$ cat src/rtl/tcPkg.sv
package tcPkg;
  typedef enum logic [1:0] {
    SEL_NONE = 2'd0,
    SEL_LO   = 2'd1,
    SEL_HI   = 2'd2,
    SEL_CTRL = 2'd3
  } tcRdSel_e;

  typedef struct packed {
    logic [1:0] wrHalf;
    logic       upload;
    logic       captureHi;
  } tcStrobes_t;
endpackage

$ cat src/rtl/tcControl.sv
module tcControl
  import tcPkg::*;
#(
  parameter int ADDR_W   = 8,
  parameter int DATA_W   = 32,
  parameter logic [ADDR_W-1:0] LO_OFS   = 'h20,
  parameter logic [ADDR_W-1:0] HI_OFS   = 'h24,
  parameter logic [ADDR_W-1:0] CTRL_OFS = 'h28
) (
  input  logic              clk,
  input  logic              rstN,
  input  logic              wrEn,
  input  logic              rdEn,
  input  logic [ADDR_W-1:0] addr,
  input  logic [DATA_W-1:0] wrData,
  output tcStrobes_t        strobes,
  output tcRdSel_e          rdSel,
  output logic              uploadBit
);
  logic hitLo, hitHi, hitCtrl;
  logic uploadQ;

  assign hitLo   = (addr == LO_OFS);
  assign hitHi   = (addr == HI_OFS);
  assign hitCtrl = (addr == CTRL_OFS);

  // Upload bit lives one cycle and then clears unless rewritten.
  always_ff @(posedge clk) begin
    if (!rstN) uploadQ <= 1'b0;
    else       uploadQ <= wrEn && hitCtrl && wrData[0];
  end

  always_comb begin
    strobes.wrHalf[0] = wrEn && hitLo;
    strobes.wrHalf[1] = wrEn && hitHi;
    strobes.upload    = uploadQ;
    strobes.captureHi = rdEn && hitLo;
  end

  always_comb begin
    rdSel = SEL_NONE;
    if (rdEn) begin
      if (hitLo)        rdSel = SEL_LO;
      else if (hitHi)   rdSel = SEL_HI;
      else if (hitCtrl) rdSel = SEL_CTRL;
    end
  end

  assign uploadBit = uploadQ;
endmodule

$ cat src/rtl/tcDatapath.sv
module tcDatapath
  import tcPkg::*;
#(
  parameter int DATA_W = 32
) (
  input  logic                  clk,
  input  logic                  rstN,
  input  logic                  tick,
  input  logic [DATA_W-1:0]     wrData,
  input  tcStrobes_t            strobes,
  input  tcRdSel_e              rdSel,
  input  logic                  uploadBit,
  output logic [DATA_W-1:0]     rdData,
  output logic [2*DATA_W-1:0]   cntNow,
  output logic [2*DATA_W-1:0]   stageNow,
  output logic [DATA_W-1:0]     shadowNow
);
  localparam int HALVES = 2;
  localparam int CNT_W  = HALVES * DATA_W;

  logic [CNT_W-1:0]  cntQ;
  logic [CNT_W-1:0]  stageQ;
  logic [DATA_W-1:0] shadowQ;

  for (genvar h = 0; h < HALVES; h++) begin : g_stage
    always_ff @(posedge clk) begin
      if (!rstN)                 stageQ[h*DATA_W +: DATA_W] <= '0;
      else if (strobes.wrHalf[h]) stageQ[h*DATA_W +: DATA_W] <= wrData;
    end
  end

  // Upload takes priority over a coincident tick.
  always_ff @(posedge clk) begin
    if (!rstN)               cntQ <= '0;
    else if (strobes.upload) cntQ <= stageQ;
    else if (tick)           cntQ <= cntQ + CNT_W'(1);
  end

  always_ff @(posedge clk) begin
    if (!rstN)                  shadowQ <= '0;
    else if (strobes.captureHi) shadowQ <= cntQ[CNT_W-1 -: DATA_W];
  end

  always_comb begin
    unique case (rdSel)
      SEL_LO:   rdData = cntQ[DATA_W-1:0];
      SEL_HI:   rdData = shadowQ;
      SEL_CTRL: rdData = {{(DATA_W-1){1'b0}}, uploadBit};
      default:  rdData = '0;
    endcase
  end

  assign cntNow    = cntQ;
  assign stageNow  = stageQ;
  assign shadowNow = shadowQ;
endmodule

$ cat src/rtl/coherentTimeCounter.sv
module coherentTimeCounter
  import tcPkg::*;
#(
  parameter int ADDR_W = 8,
  parameter int DATA_W = 32,
  parameter logic [ADDR_W-1:0] LO_OFS   = 'h20,
  parameter logic [ADDR_W-1:0] HI_OFS   = 'h24,
  parameter logic [ADDR_W-1:0] CTRL_OFS = 'h28
) (
  input  logic              clk,
  input  logic              rstN,
  input  logic              tick,
  input  logic              wrEn,
  input  logic              rdEn,
  input  logic [ADDR_W-1:0] addr,
  input  logic [DATA_W-1:0] wrData,
  output logic [DATA_W-1:0] rdData
);
  localparam int CNT_W = 2 * DATA_W;

  tcStrobes_t        strobes;
  tcRdSel_e          rdSel;
  logic              uploadNow;
  logic [CNT_W-1:0]  cntNow;
  logic [CNT_W-1:0]  stageNow;
  logic [DATA_W-1:0] shadowNow;

  tcControl #(
    .ADDR_W(ADDR_W), .DATA_W(DATA_W),
    .LO_OFS(LO_OFS), .HI_OFS(HI_OFS), .CTRL_OFS(CTRL_OFS)
  ) uCtl (
    .clk(clk), .rstN(rstN), .wrEn(wrEn), .rdEn(rdEn), .addr(addr),
    .wrData(wrData), .strobes(strobes), .rdSel(rdSel), .uploadBit(uploadNow)
  );

  tcDatapath #(.DATA_W(DATA_W)) uDp (
    .clk(clk), .rstN(rstN), .tick(tick), .wrData(wrData),
    .strobes(strobes), .rdSel(rdSel), .uploadBit(uploadNow),
    .rdData(rdData), .cntNow(cntNow), .stageNow(stageNow),
    .shadowNow(shadowNow)
  );
endmodule

$ cat config.mk
export PLATFORM = sky130hd
export DESIGN_NAME = coherentTimeCounter
export DESIGN_NICKNAME = d
export VERILOG_FILES = /design/src/rtl/tcPkg.sv /design/src/rtl/tcControl.sv /design/src/rtl/tcDatapath.sv /design/src/rtl/coherentTimeCounter.sv
export SDC_FILE = /design/constraint.sdc
export NUM_CORES = 1
export LEC_CHECK = 0
export CORE_MARGIN = 5
export CORE_UTILIZATION = 30
export CTS_BUF_LIST = sky130_fd_sc_hd__clkbuf_4
export CTS_CLUSTER_DIAMETER = 120
export DETAILED_ROUTE_END_ITERATION = 10
export DONT_BUFFER_PORTS = 1
export GPL_ROUTABILITY_DRIVEN = 1
export PLACE_DENSITY_LB_ADDON = 0.12
export SLEW_MARGIN = 5
export SYNTH_ARGS = -nofsm -noshare
export SYNTH_HDL_FRONTEND = slang
export SYNTH_SLANG_ARGS = --single-unit
$ cat constraint.sdc
create_clock -name clk -period 5.55 [get_ports clk]
set_clock_uncertainty 0.1 [all_clocks]
set_input_delay 0.8325 -clock clk [delete_from_list [all_inputs] [get_ports clk]]
set_output_delay 0.8325 -clock clk [all_outputs]
set_load 0.03 [all_outputs]
After elaboration in Yosys (flattened, before gate mapping):

Index checks and enable logic that the tools add are counted.

* $add $sub $neg: 1
* equal/unequal tests: 6
* multiplexer cells: 7
* reduce and logical (&&, ||, !) cells: 6

Operators by type and width (number)
* 64-bit 2-to-1 mux: 2
* 32-bit one-hot mux with 3 select lines: 1
* 64-bit by 1-bit adder with 64-bit output (second input constant): 1
* 8-bit by 6-bit equality test with 1-bit output (second input constant): 3
* 2-bit 2-to-1 mux: 4
* 1-bit logical AND: 5
* 2-bit equality test (second input constant): 2
* 2-bit by 1-bit equality test with 1-bit output (second input constant): 1
* 2-bit nonzero test: 1

* bits in registers: 161
* input bits: 45
* output and inout port bits: 32
* logic and storage cells: 25

Longest topological paths before layout:

* depth in word-level cells: 7
* gate-level depth with buffers: 8
* mapped depth without buffers: 6

Hierarchy:

A second synthesis with hierarchy kept.

* cell total of the unflattened synthesis: 863
* area, all modules: 7678.6 µm²

Modules (own cells, without submodules)
* tcDatapath: times used 1, cells each 846, area an instance 7552.2 µm², seq. area each 3203.1 µm²
* tcControl: times used 1, cells each 17, area an instance 126.4 µm², seq. area each 20.0 µm²

Worst setup path after synthesis:

Ideal clock, no wire load.

* path kind: input -> output
* from: in addr[1]
* to: out rdData[30]
* data arrival time: 2.578 ns
* required time: 4.618 ns
* slack: 2.040 ns
* stages: 5
* buffers on the path: 1
* cells stage by stage: nor4_1 and4bb_1 nand3_1 clkbuf_1 o21ai_0

* cells in the longest elaborated chain, start to end: 7
* elaborated cells on any way between the ends: 11
* classes of those cells: eq/ne (6); mux (5)

Ends and longest elaborated chain
* start: declaration: line coherentTimeCounter.sv:15 `input logic [ADDR_W-1:0] addr,`
* 8-bit by 6-bit equality test with 1-bit output: line tcControl.sv:25 `assign hitCtrl = (addr == CTRL_OFS);`
* 2-bit 2-to-1 mux: line tcControl.sv:45 `else if (hitCtrl) rdSel = SEL_CTRL;`
* 2-bit 2-to-1 mux: line tcControl.sv:44 `else if (hitHi) rdSel = SEL_HI;`
* 2-bit 2-to-1 mux (*): line tcControl.sv:43 `if (hitLo) rdSel = SEL_LO;`
* 2-bit 2-to-1 mux (*): line tcControl.sv:42 `if (rdEn) begin`
* 2-bit equality test / 2-bit by 1-bit equality test with 1-bit output (equally long branches): line tcDatapath.sv:45 `unique case (rdSel)`
* 32-bit one-hot mux with 3 select lines (*): line tcDatapath.sv:45
* end: declaration: line coherentTimeCounter.sv:17 `output logic [DATA_W-1:0] rdData`

Every way passes the cells marked *; elsewhere a longest branch is shown, timed or not.

Worst setup path after layout:

* from: in addr[1]
* to: out rdData[24]

Same word-level chain as after synthesis.

==> impl_metrics.toml <==
[status]
outcome = "complete, no violations"

[place]
port_buffers = 0
dp_hpwl_mm = 19.1
finalWeightedCongestion = 0.872

[global_route]
grt_start_max_net_pins = 65
overflow = 0
grt_pass1_vias = 6470
antenna_found_initial = 1
grt_util_all_layers = 0.183
grt_first_pass_wirelength_mm = 40.6

[setup_path]
rr_startpoint = "uDp.cntNow[26]$_SDFFE_PN0P_"
cp_max_fo = 31
crit_start = "addr[1]"
crit_required_ns = 4.62
end_kind = "output pin"
cp_data_arrival_time_ns = 3.00
reg2reg_depth = 5
r2r_end = "uDp.cntNow[48]$_SDFFE_PN0P_"
cp-endpoint = "rdData[24]"
reg2reg_slack_ns = 2.45
start_kind = "input pin"
critPathKind = "in2out"

[cells_and_area]
nets = 992
final_util = 0.323
final_cell_mix = "nand2_1, dfxtp_1, a21oi_1, nor2_1, nand3_1"
final_common_cell = "nand2_1"
area_delta_synth_final_pct = 6.61
drive_gt1_frac = 0.0574

[timing]
tns_ns = 0
worst_pin_slew_ns = 1.14
finalCritPeriodShare = 0.708
min_period_ns = 3.93
max_freq_mhz = 254
hold_violations = 0
maxSlewViolCount = 0
hold_slack_ns = 0.253
slew_headroom = 0.241
setup_viol = 0
rsz0062_at_grt = "false"

[cts]
cts_buffers = 17
htree_levels = 4
cts.sinks = 161
cts_root_buffer = "clkbuf_4"
cts_tree = "done"
ctsResizeCount = 0
path_clk_slew_ns = 0.17
clockBufferDepth = 2
clk_latency_ns = 0.58
post-cts-setup-buffers = 0
hold_buffers = 0

[floorplanning]
coreArea_sq_um = 25100
die_h_microns = 169
start_util = 0.303
fp.dieW_microns = 169
design.die.area_sq_um = 28700
placementRows = 58
num_io_pins = 77

[yosys]
yosysWarnings = 0
async_flop_share = 0
postSynthCellCount = 991
synth_seq_cells = 161
synth.distinct_cells = 56
synth_edf_count = 0
syn_area_sq_um = 7610
syn_area_per_cell_sq_um = 7.68
syn-num-nets = 1037
yosysSeqAreaShare = 0.423
synthFlopType = "dfxtp_1"

[route]
vias_per_cell = 5.43
wl_mm = 26.8
vias = 7000
drt_iter0_drc = 698
routedWlPerCell_microns = 20.7
detail-route-antenna-nets = 0
dr.pass1.iters = 5
drc_errors = 0

[worst_hold_path]
min_path_type = "in2reg"
min_path_cells = 2

[power]
peakVddDrop_v = 0.000109
p_leak_nw = 2.46
p_per_area_nw_per_um2 = 240

[job]
cap_violations = 0
state kept, by name, summed over array words and instances (netlist names):
signal,count
uDp.cntNow,64
uDp.stageNow,64
uDp.shadowNow,32
uCtl.uploadBit,1
critical path: stages:
cell	delay (ns)
nor4_1	0.31
and4bb_1	0.38
and3_1	0.95
nand2_1	0.11
o21ai_1	0.39
worst min path at each step:
stage          slack [ns]                     startpoint                             to
6_report             0.25                      wrData[7]   uDp.stageNow[7]$_SDFFE_PN0P_
5_1_grt              0.20                      wrData[7]   uDp.stageNow[7]$_SDFFE_PN0P_
4_1_cts              0.20                      wrData[7]   uDp.stageNow[7]$_SDFFE_PN0P_
3_5_place_dp         0.34  uDp.stageNow[61]$_SDFFE_PN0P_  uDp.stageNow[61]$_SDFFE_PN0P_
3_3_place_gp         0.34  uDp.stageNow[50]$_SDFFE_PN0P_  uDp.stageNow[50]$_SDFFE_PN0P_
2_1_floorplan        0.33  uDp.stageNow[46]$_SDFFE_PN0P_  uDp.stageNow[46]$_SDFFE_PN0P_
kinds of logic after synthesis:
group           after synthesis  share of synthesized area
buf+inv                      86                     0.0436
fa+ha+maj                     1                    0.00164
mux                           6                    0.00805
xor+xnor                     38                     0.0437
simple gates                462                      0.290
flops                       161                      0.423
compound gates              237                      0.189
synth_stat cells (6+ instances only):
library cell,count,share of area
nand4_1,31,0.025
nor3_1,29,0.019
a31oi_1,9,0.0074
a211oi_1,19,0.019
a21oi_1,120,0.079
o21ai_0,34,0.022
inv_1,10,0.0049
or3_1,6,0.0049
a22o_1,28,0.032
xnor2_1,28,0.032
clkbuf_1,68,0.034
or4_1,10,0.0099
and3_1,20,0.016
nand3_1,38,0.025
xor2_1,10,0.012
nor2_1,41,0.020
nor4_1,20,0.016
and4_1,16,0.018
dfxtp_1,161,0.42
nand2_1,231,0.11
layout make-up:
class                           instances  area (sq um)
Fill cell                            2762         17000
Multi-Input combinational cell        744          4060
Sequential cell                       161          3220
Tap cell                              330           413
Clock inverter                         15           164
Clock buffer                           17           128
Timing Repair Buffer                   10          75.1
Inverter                               12          46.3
Antenna cell                            1          2.50
per-layer routing:
| layer | track usage | part of all wire | vias to the layer above |
|---|---|---|---|
| met2 | 0.252 | 0.41 | 196 |
| met5 | 0 | 0 | - |
| met3 | 0.0457 | 0.069 | 18 |
| li1 | - | - | 3453 |
| met4 | 0.0364 | 0.010 | 0 |
| met1 | 0.287 | 0.52 | 3333 |
per-stage QoR:
step	setup slack [ns]	instance area (sq um)	total power, mW	std cells
after floorplan	2.04	7610	1.22	991
after global placement	1.74	7820	1.23	1257
after detailed placement	1.62	7820	1.23	1257
after CTS	1.61	8110	1.97	1289
after global routing	1.41	8120	2.03	1290
final	1.62	8120	1.95	1290
where the power goes:
group          internal, mW  switching [mW]  leakage [nW]  total, mW
Sequential             1.16         0.00341          1.30       1.16
Clock                 0.246           0.499         0.151      0.746
Combinational       0.00979          0.0312          1.01     0.0410
Total                  1.41           0.534          2.46       1.95
(Power assumes the default switching activity.)
